===== config.mk =====
export PLATFORM = sky130hd
export DESIGN_NAME = ext_div_sel
export DESIGN_NICKNAME = d
export VERILOG_FILES = /design/src/rtl/div_sel_pkg.sv /design/src/rtl/sig_sync.sv /design/src/rtl/rise_detect.sv /design/src/rtl/edge_counter.sv /design/src/rtl/tap_mux.sv /design/src/rtl/ext_div_sel.sv
export SDC_FILE = /design/constraint.sdc
export NUM_CORES = 1
export LEC_CHECK = 0
export ABC_CLOCK_PERIOD_IN_PS = 1900
export BUFFER_PORTS_ARGS = -buffer_cell sky130_fd_sc_hd__buf_2
export CAP_MARGIN = 40
export CORE_AREA = 2 2 39 41
export DETAILED_ROUTE_END_ITERATION = 12
export DIE_AREA = 0 0 41 43
export GPL_TIMING_DRIVEN = 0
export PLACE_DENSITY = 0.74
export SLEW_MARGIN = 10
export SYNTH_ARGS = -nofsm -noshare
export SYNTH_HDL_FRONTEND = slang
export SYNTH_SLANG_ARGS = --single-unit

===== constraint.sdc =====
create_clock -name clk -period 1.9 [get_ports clk]
set_input_delay 0.285 -clock clk [delete_from_list [all_inputs] [get_ports clk]]
set_output_delay 0.285 -clock clk [all_outputs]
set_load 0.01 [all_outputs]

===== src/rtl/div_sel_pkg.sv =====
// Package: shared sizing defaults and helpers for the edge-count divider.
// Assumes: callers derive select-code widths through sel_width().
package div_sel_pkg;

    // Default edge counter width (number of divide taps).
    localparam int unsigned DEF_CNT_W = 9;

    // Default number of synchroniser flops ahead of edge detection.
    localparam int unsigned DEF_SYNC_STAGES = 2;

    // Width of a select code able to address CNT_W taps plus pass-through.
    function automatic int unsigned sel_width(input int unsigned cnt_w);
        return $clog2(cnt_w + 1);
    endfunction

endpackage


===== src/rtl/sig_sync.sv =====
// Module: sig_sync
// Purpose: brings an asynchronous single-bit level into the clk domain
//          through a chain of STAGES flops.
// Assumes: STAGES >= 2; the input is a level, not a pulse shorter than clk.
module sig_sync #(
    parameter int unsigned STAGES = 2
) (
    input  logic clk,
    input  logic rst_n,
    input  logic async_in,
    output logic sync_out
);

    logic [STAGES-1:0] chain_q;

    // Shift the raw level along the synchroniser chain.
    always_ff @(posedge clk) begin
        if (!rst_n) begin
            chain_q <= '0;
        end else begin
            chain_q <= {chain_q[STAGES-2:0], async_in};
        end
    end

    assign sync_out = chain_q[STAGES-1];


    stage_follow_chk: assert property (@(posedge clk) disable iff (!rst_n)
        1'b1 |=> chain_q[1] == $past(chain_q[0]));

endmodule


===== src/rtl/rise_detect.sv =====
// Module: rise_detect
// Purpose: holds the synchronised level for one clock and flags the cycle
//          in which the current sample is high and the held one is low.
// Assumes: lvl_in is already in the clk domain.
module rise_detect (
    input  logic clk,
    input  logic rst_n,
    input  logic lvl_in,
    output logic rise_pulse
);

    logic lvl_prev_q;

    // Keep the previous synchronised sample.
    always_ff @(posedge clk) begin
        if (!rst_n) begin
            lvl_prev_q <= 1'b0;
        end else begin
            lvl_prev_q <= lvl_in;
        end
    end

    // Current high, previous low: a rising edge this cycle.
    always_comb begin
        rise_pulse = lvl_in & ~lvl_prev_q;
    end


    pulse_one_cycle_chk: assert property (@(posedge clk) disable iff (!rst_n)
        rise_pulse |=> !rise_pulse);


    pulse_needs_high_chk: assert property (@(posedge clk) disable iff (!rst_n)
        rise_pulse |-> lvl_in);

endmodule


===== src/rtl/edge_counter.sv =====
// Module: edge_counter
// Purpose: free-running CNT_W-bit counter advanced by single-cycle enables.
// Assumes: inc is synchronous to clk; wrap at 2^CNT_W is intended.
module edge_counter #(
    parameter int unsigned CNT_W = 9
) (
    input  logic             clk,
    input  logic             rst_n,
    input  logic             inc,
    output logic [CNT_W-1:0] count
);

    logic [CNT_W-1:0] count_q;

    // Advance on each enable, hold otherwise; wraps naturally.
    always_ff @(posedge clk) begin
        if (!rst_n) begin
            count_q <= '0;
        end else if (inc) begin
            count_q <= count_q + 1'b1;
        end
    end

    assign count = count_q;


    cnt_hold_chk: assert property (@(posedge clk) disable iff (!rst_n)
        !inc |=> $stable(count_q));


    cnt_step_chk: assert property (@(posedge clk) disable iff (!rst_n)
        inc |=> count_q == CNT_W'($past(count_q) + 1'b1));

endmodule


===== src/rtl/tap_mux.sv =====
// Module: tap_mux
// Purpose: picks the pass-through level or one counter bit by select code
//          and registers the choice onto the output.
// Assumes: sel is a static switch setting; no glitch-free switching needed.
module tap_mux #(
    parameter int unsigned CNT_W = 9,
    parameter int unsigned SEL_W = 4
) (
    input  logic             clk,
    input  logic             rst_n,
    input  logic             lvl_in,
    input  logic [CNT_W-1:0] count,
    input  logic [SEL_W-1:0] sel,
    output logic             tap_out
);

    localparam int unsigned TAPS = CNT_W + 1;

    logic [TAPS-1:0] tap_vec;
    logic            tap_nxt;
    logic            tap_q;

    assign tap_vec = {count, lvl_in};

    // Decode the select code; codes beyond the last tap give 0.
    always_comb begin
        tap_nxt = 1'b0;
        for (int i = 0; i < TAPS; i++) begin
            if (sel == SEL_W'(i)) begin
                tap_nxt = tap_vec[i];
            end
        end
    end

    // Register the selected tap.
    always_ff @(posedge clk) begin
        if (!rst_n) begin
            tap_q <= 1'b0;
        end else begin
            tap_q <= tap_nxt;
        end
    end

    assign tap_out = tap_q;


    unused_code_low_chk: assert property (@(posedge clk) disable iff (!rst_n)
        (int'(sel) > int'(CNT_W)) |=> !tap_q);


    reset_clears_out_chk: assert property (@(posedge clk)
        !rst_n |=> !tap_q);

endmodule


===== src/rtl/ext_div_sel.sv =====
// Module: ext_div_sel
// Purpose: divides a slow outside signal by a switch-chosen power of two,
//          counting its rising edges entirely in the system clock domain.
// Assumes: each input phase lasts at least two clk periods.
module ext_div_sel #(
    parameter  int unsigned CNT_W       = div_sel_pkg::DEF_CNT_W,
    parameter  int unsigned SYNC_STAGES = div_sel_pkg::DEF_SYNC_STAGES,
    localparam int unsigned SEL_W       = div_sel_pkg::sel_width(CNT_W)
) (
    input  logic             clk,
    input  logic             rst_n,
    input  logic             ext_sig,
    input  logic [SEL_W-1:0] tap_sel,
    output logic             div_out
);

    logic             sync_lvl;
    logic             rise_en;
    logic [CNT_W-1:0] edge_cnt;

    sig_sync #(.STAGES(SYNC_STAGES)) sync_i (
        .clk      (clk),
        .rst_n    (rst_n),
        .async_in (ext_sig),
        .sync_out (sync_lvl)
    );

    rise_detect rise_i (
        .clk        (clk),
        .rst_n      (rst_n),
        .lvl_in     (sync_lvl),
        .rise_pulse (rise_en)
    );

    edge_counter #(.CNT_W(CNT_W)) cnt_i (
        .clk   (clk),
        .rst_n (rst_n),
        .inc   (rise_en),
        .count (edge_cnt)
    );

    tap_mux #(.CNT_W(CNT_W), .SEL_W(SEL_W)) mux_i (
        .clk     (clk),
        .rst_n   (rst_n),
        .lvl_in  (sync_lvl),
        .count   (edge_cnt),
        .sel     (tap_sel),
        .tap_out (div_out)
    );


    reset_clears_cnt_chk: assert property (@(posedge clk)
        !rst_n |=> edge_cnt == '0);

endmodule


After elaboration in Yosys (flattened, before gate mapping)
Index checks and enable logic that the tools add are counted.
- register bits after elaboration: 13
- output and inout port bits: 1
- word-level logic and storage cells: 27
- add/subtract/negate cells: 1
- equality and inequality tests: 9
- mux-type cells: 10
- bitwise operators: 2
- reduce and logical (&&, ||, !) cells: 1
- operator list (operator ; count):
    $eq 4x3->1 const B ; 4
    $mux 1 ; 10
    $add 9x1->9 const B ; 1
    $eq 4x2->1 const B ; 2
    $eq 4x4->1 const B ; 2
    $eq 4x1->1 const B ; 1
    $logic_not 4->1 ; 1
    $and 1x1->1 ; 1
    $not 1->1 ; 1

Logic depth before layout (Yosys ltp)
- word-level depth: 11
- depth in mapped cells: 4
- gate-level depth less buffers: 4

By module
Synthesis repeated with hierarchy kept, for this count alone.
- cell total of the unflattened synthesis: 58
- area, all modules: 608.1 µm²
- by module, submodules not included (module ; times used ; cells an instance ; area an instance (µm²) ; sequential area each (µm²)):
    edge_counter ; 1 ; 41 ; 406.6 ; 180.2
    tap_mux ; 1 ; 10 ; 108.9 ; 20.0
    sig_sync ; 1 ; 4 ; 52.6 ; 40.0
    rise_detect ; 1 ; 3 ; 40.0 ; 20.0

Worst setup path after synthesis
No wires, ideal clock.
- path type: flip-flop to flip-flop
- start: register cnt_i.count_q[3] (netlist: cnt_i.count[3])
- end: register mux_i.tap_q (netlist: mux_i.tap_out)
- setup time: 0.116 ns
- data arrival time: 1.117 ns
- required time: 1.784 ns
- slack: 0.667 ns
- stages on the path, launching flop included: 4
- cells stage by stage: dfxtp_1 > mux4_2 > and3b_1 > o211a_1
- word-level cells in the longest chain between the ends: 6
- RTL lines (element ; RTL line ; RTL):
    from (decl) ; edge_counter.sv:13 ; logic [CNT_W-1:0] count_q;
    from (signal assigned) ; edge_counter.sv:20 ; count_q <= count_q + 1'b1;
    $mux 1 (6 in series) ; tap_mux.sv:29 ; if (sel == SEL_W'(i)) begin
    to (signal assigned) ; tap_mux.sv:40 ; tap_q <= tap_nxt;
    to (decl) ; tap_mux.sv:21 ; logic tap_q;
Every way passes these cells.
A chain may end at the register's enable or synchronous reset.

Worst setup path in the final report
- start: register cnt_i.count_q[1] (netlist: cnt_i.count[1])
- end: register cnt_i.count_q[8] (netlist: cnt_i.count[8])
- word-level cells in the longest chain between the ends: 1
- RTL lines (element ; RTL line):
    $add 9x1->9 ; edge_counter.sv:20
Every way passes these cells.

==> summary.md <==
| Metric | Value |
|---|---|
| Power Total | `0.000477 W` |
| HPWL after DPL | `848 um` |
| Post-synthesis sequential area ratio | `44.5%` |
| Worst setup path class | `flip-flop to flip-flop` |
| Syn. warnings | `0` |
| CTS H-tree depth | `1` |
| Initial core utilization | `42.2%` |
| Worst hold path type | `input port to flip-flop` |
| Maximum VDD drop | `0.000262 V` |
| CTS Buf Count | `3` |
| Max-Cap Viols | `0` |
| ANT cells | `0` |
| CP Buf/Inv Count | `0` |
| #FFs+latches synth | `13` |
| Largest net degree at the start of global routing | `10` |
| First-pass GRT wire length | `1890 um` |
| Top Ports | `8` |
| Min Tclk post-route | `1.38 ns` |
| Commonest non-fill, non-tap cells in the layout | `13 x dfxtp_1, 7 x buf_2, 5 x mux2i_1, 5 x o21ai_0` |
| Syn Nets | `69` |
| Mapped Area | `584 um^2` |
| Total gr overflow | `0` |
| Max Freq | `723 MHz` |
| Pwr Density | `716 nW/um^2` |
| Most common cell after layout, fill and taps aside | `dfxtp_1` |
| Worst EP required | `2.11 ns` |
| Core Rows | `14` |
| Routability cong. | `0.682` |
| Yosys cell types | `24` |
| Setup_tns | `0 ns` |
| Worst Path Arrival | `1.59 ns` |
| CTS tree | `built` |
| Die outline width | `41 um` |
| Worst-margin pin slew | `0.380 ns` |
| Unrepaired setup endpoints after global routing | `false` |
| Count of final hold-check violations | `0` |
| Critical-path cell list | `ha_1 -> nand3b_1 -> nor4_1 -> mux2i_1` |
| Drt via density | `5.59` |
| GRT Overall Usage | `15.8%` |
| WL/cell | `12.7 um` |
| Worst hold margin | `0.215 ns` |
| Lkg Pwr | `0.261 nW` |
| Slowest CP cell | `dfxtp_1` |
| CTS root buf | `clkbuf_4` |
| Synth-to-layout area growth | `13.9%` |
| Clock skew | `0.00650 ns` |
| CTS resizes | `0` |
| Hold_buf cts | `0` |
| DRT Wirelength | `1120 um` |
| Crit share post-route | `72.8%` |
| Post-synth EDFFs | `0` |
| Cell count after placement | `84` |
| Worst path max stage delay | `0.39 ns` |
| NumNets Final | `81` |
| Clock Latency Late Sink | `0.27 ns` |
| Via count | `492` |
| Post-CTS Setup Repair Bufs | `0` |
| Synth async-reset ratio | `0%` |
| Max clock buf depth | `2` |
| Number of global-route vias before repair | `498` |
| Mapped Cells | `61` |
| Syn avg cell area | `9.58 um^2` |
| # setup viols final | `0` |
| CP delay by family, top | `simple AND/OR/NAND/NOR gates` |
| Status | `completed` |
| Die area | `1760 um^2` |
| Clock-pin transition on the worst setup and hold timing paths | `0.08 ns` |
| Core Region | `1380 um^2` |
| Die Y | `43 um` |
| DRT antenna net count | `0` |
| Fraction of layout cells with a size suffix above 1 | `15.3%` |
| Buffers on Ports | `7` |
| CTS sink cnt | `13` |
| Residual DRC | `0` |
| DR pass1 iterations | `4` |
| Main flop type after synthesis | `dfxtp_1` |
| Crit. End Element | `flip-flop` |
| Finished Core Util | `48.1%` |
| Max Fanout on Critical Path | `6` |
| Slew Viols, Final | `0` |
| Initial antenna violation count | `0` |
| Critical Path Source Type | `flip-flop` |
| Slew margin rel. | `74.4%` |
| Starting DRT DRC Count | `6` |
| Non-Filler Instances | `88` |
## synth_stat cells (2+ instances only)
master	count	share of area (%)
a21oi_1	4	3.4
nand2_1	3	1.9
inv_1	4	2.6
and2_1	3	3.2
nor2_1	4	2.6
or3_1	4	4.3
mux2i_1	5	8.6
dfxtp_1	13	45
o21ai_0	5	4.3
xnor2_1	2	3.0
## logic make-up (layout without fill, tap and decap cells)
kind of cell,after synthesis,count (layout),share of synthesized area [%]
buffers and inverters,4,15,2.57
adders and majority gates,1,1,2.14
DFF,13,13,44.5
muxes,6,6,12.4
AOI/OAI and AO/OA,13,13,13.9
and+or+nand+nor,22,22,21.4
xor gates and xnor gates,2,2,3.00
## power breakdown
group          switching, W  internal, W  total [W]  leakage (nW)
clock             0.0000859    0.0000812   0.000167        0.0150
combinational     0.0000146    0.0000140  0.0000287         0.141
sequential       0.00000377     0.000277   0.000281         0.105
## worst paths after layout
path | startpoint | end | slack, ns | cells after the start
worst max register to register | cnt_i.count[1] | cnt_i.count[8] | 0.52 | 4
worst min register to register | sync_i.chain_q[0] | sync_i.chain_q[1] | 0.45 | 1
worst max-delay path | cnt_i.count[1] | cnt_i.count[8] | 0.52 | 4
worst min-delay path | ext_sig | sync_i.chain_q[0] | 0.21 | 2
## metal layers
| layer | wire length, um | part of all wire, % | track usage, % |
|---|---|---|---|
| met5 | 0 | 0 | 0 |
| met4 | 8 | 0.72 | 8.00 |
| met3 | 41 | 3.7 | 4.71 |
| met2 | 578 | 52 | 27.2 |
| met1 | 488 | 44 | 16.0 |
## final cells by class
cell class / instances / area, um^2
Timing Repair Buffer: 7 / 35.0
Clock buffer: 4 / 26.3
Inverter: 4 / 15.0
Multi-Input combinational cell: 44 / 309
Tap cell: 16 / 20.0
Sequential cell: 13 / 260
Fill cell: 137 / 718
## flip-flops by register name, indices dropped and copies added (netlist names)
register / flops
rise_i.lvl_prev_q: 1
sync_i.chain_q: 2
cnt_i.count: 9
mux_i.tap_out: 1
## per-stage QoR
stage | setup WS [ns] | cell area (um^2)
after floorplan | 0.667 | 584
after global placement | 0.462 | 639
after detailed placement | 0.444 | 639
final | 0.516 | 666
after global routing | 0.336 | 666
after CTS | 0.521 | 666
Note: power is estimated with default switching activity, not from simulation.
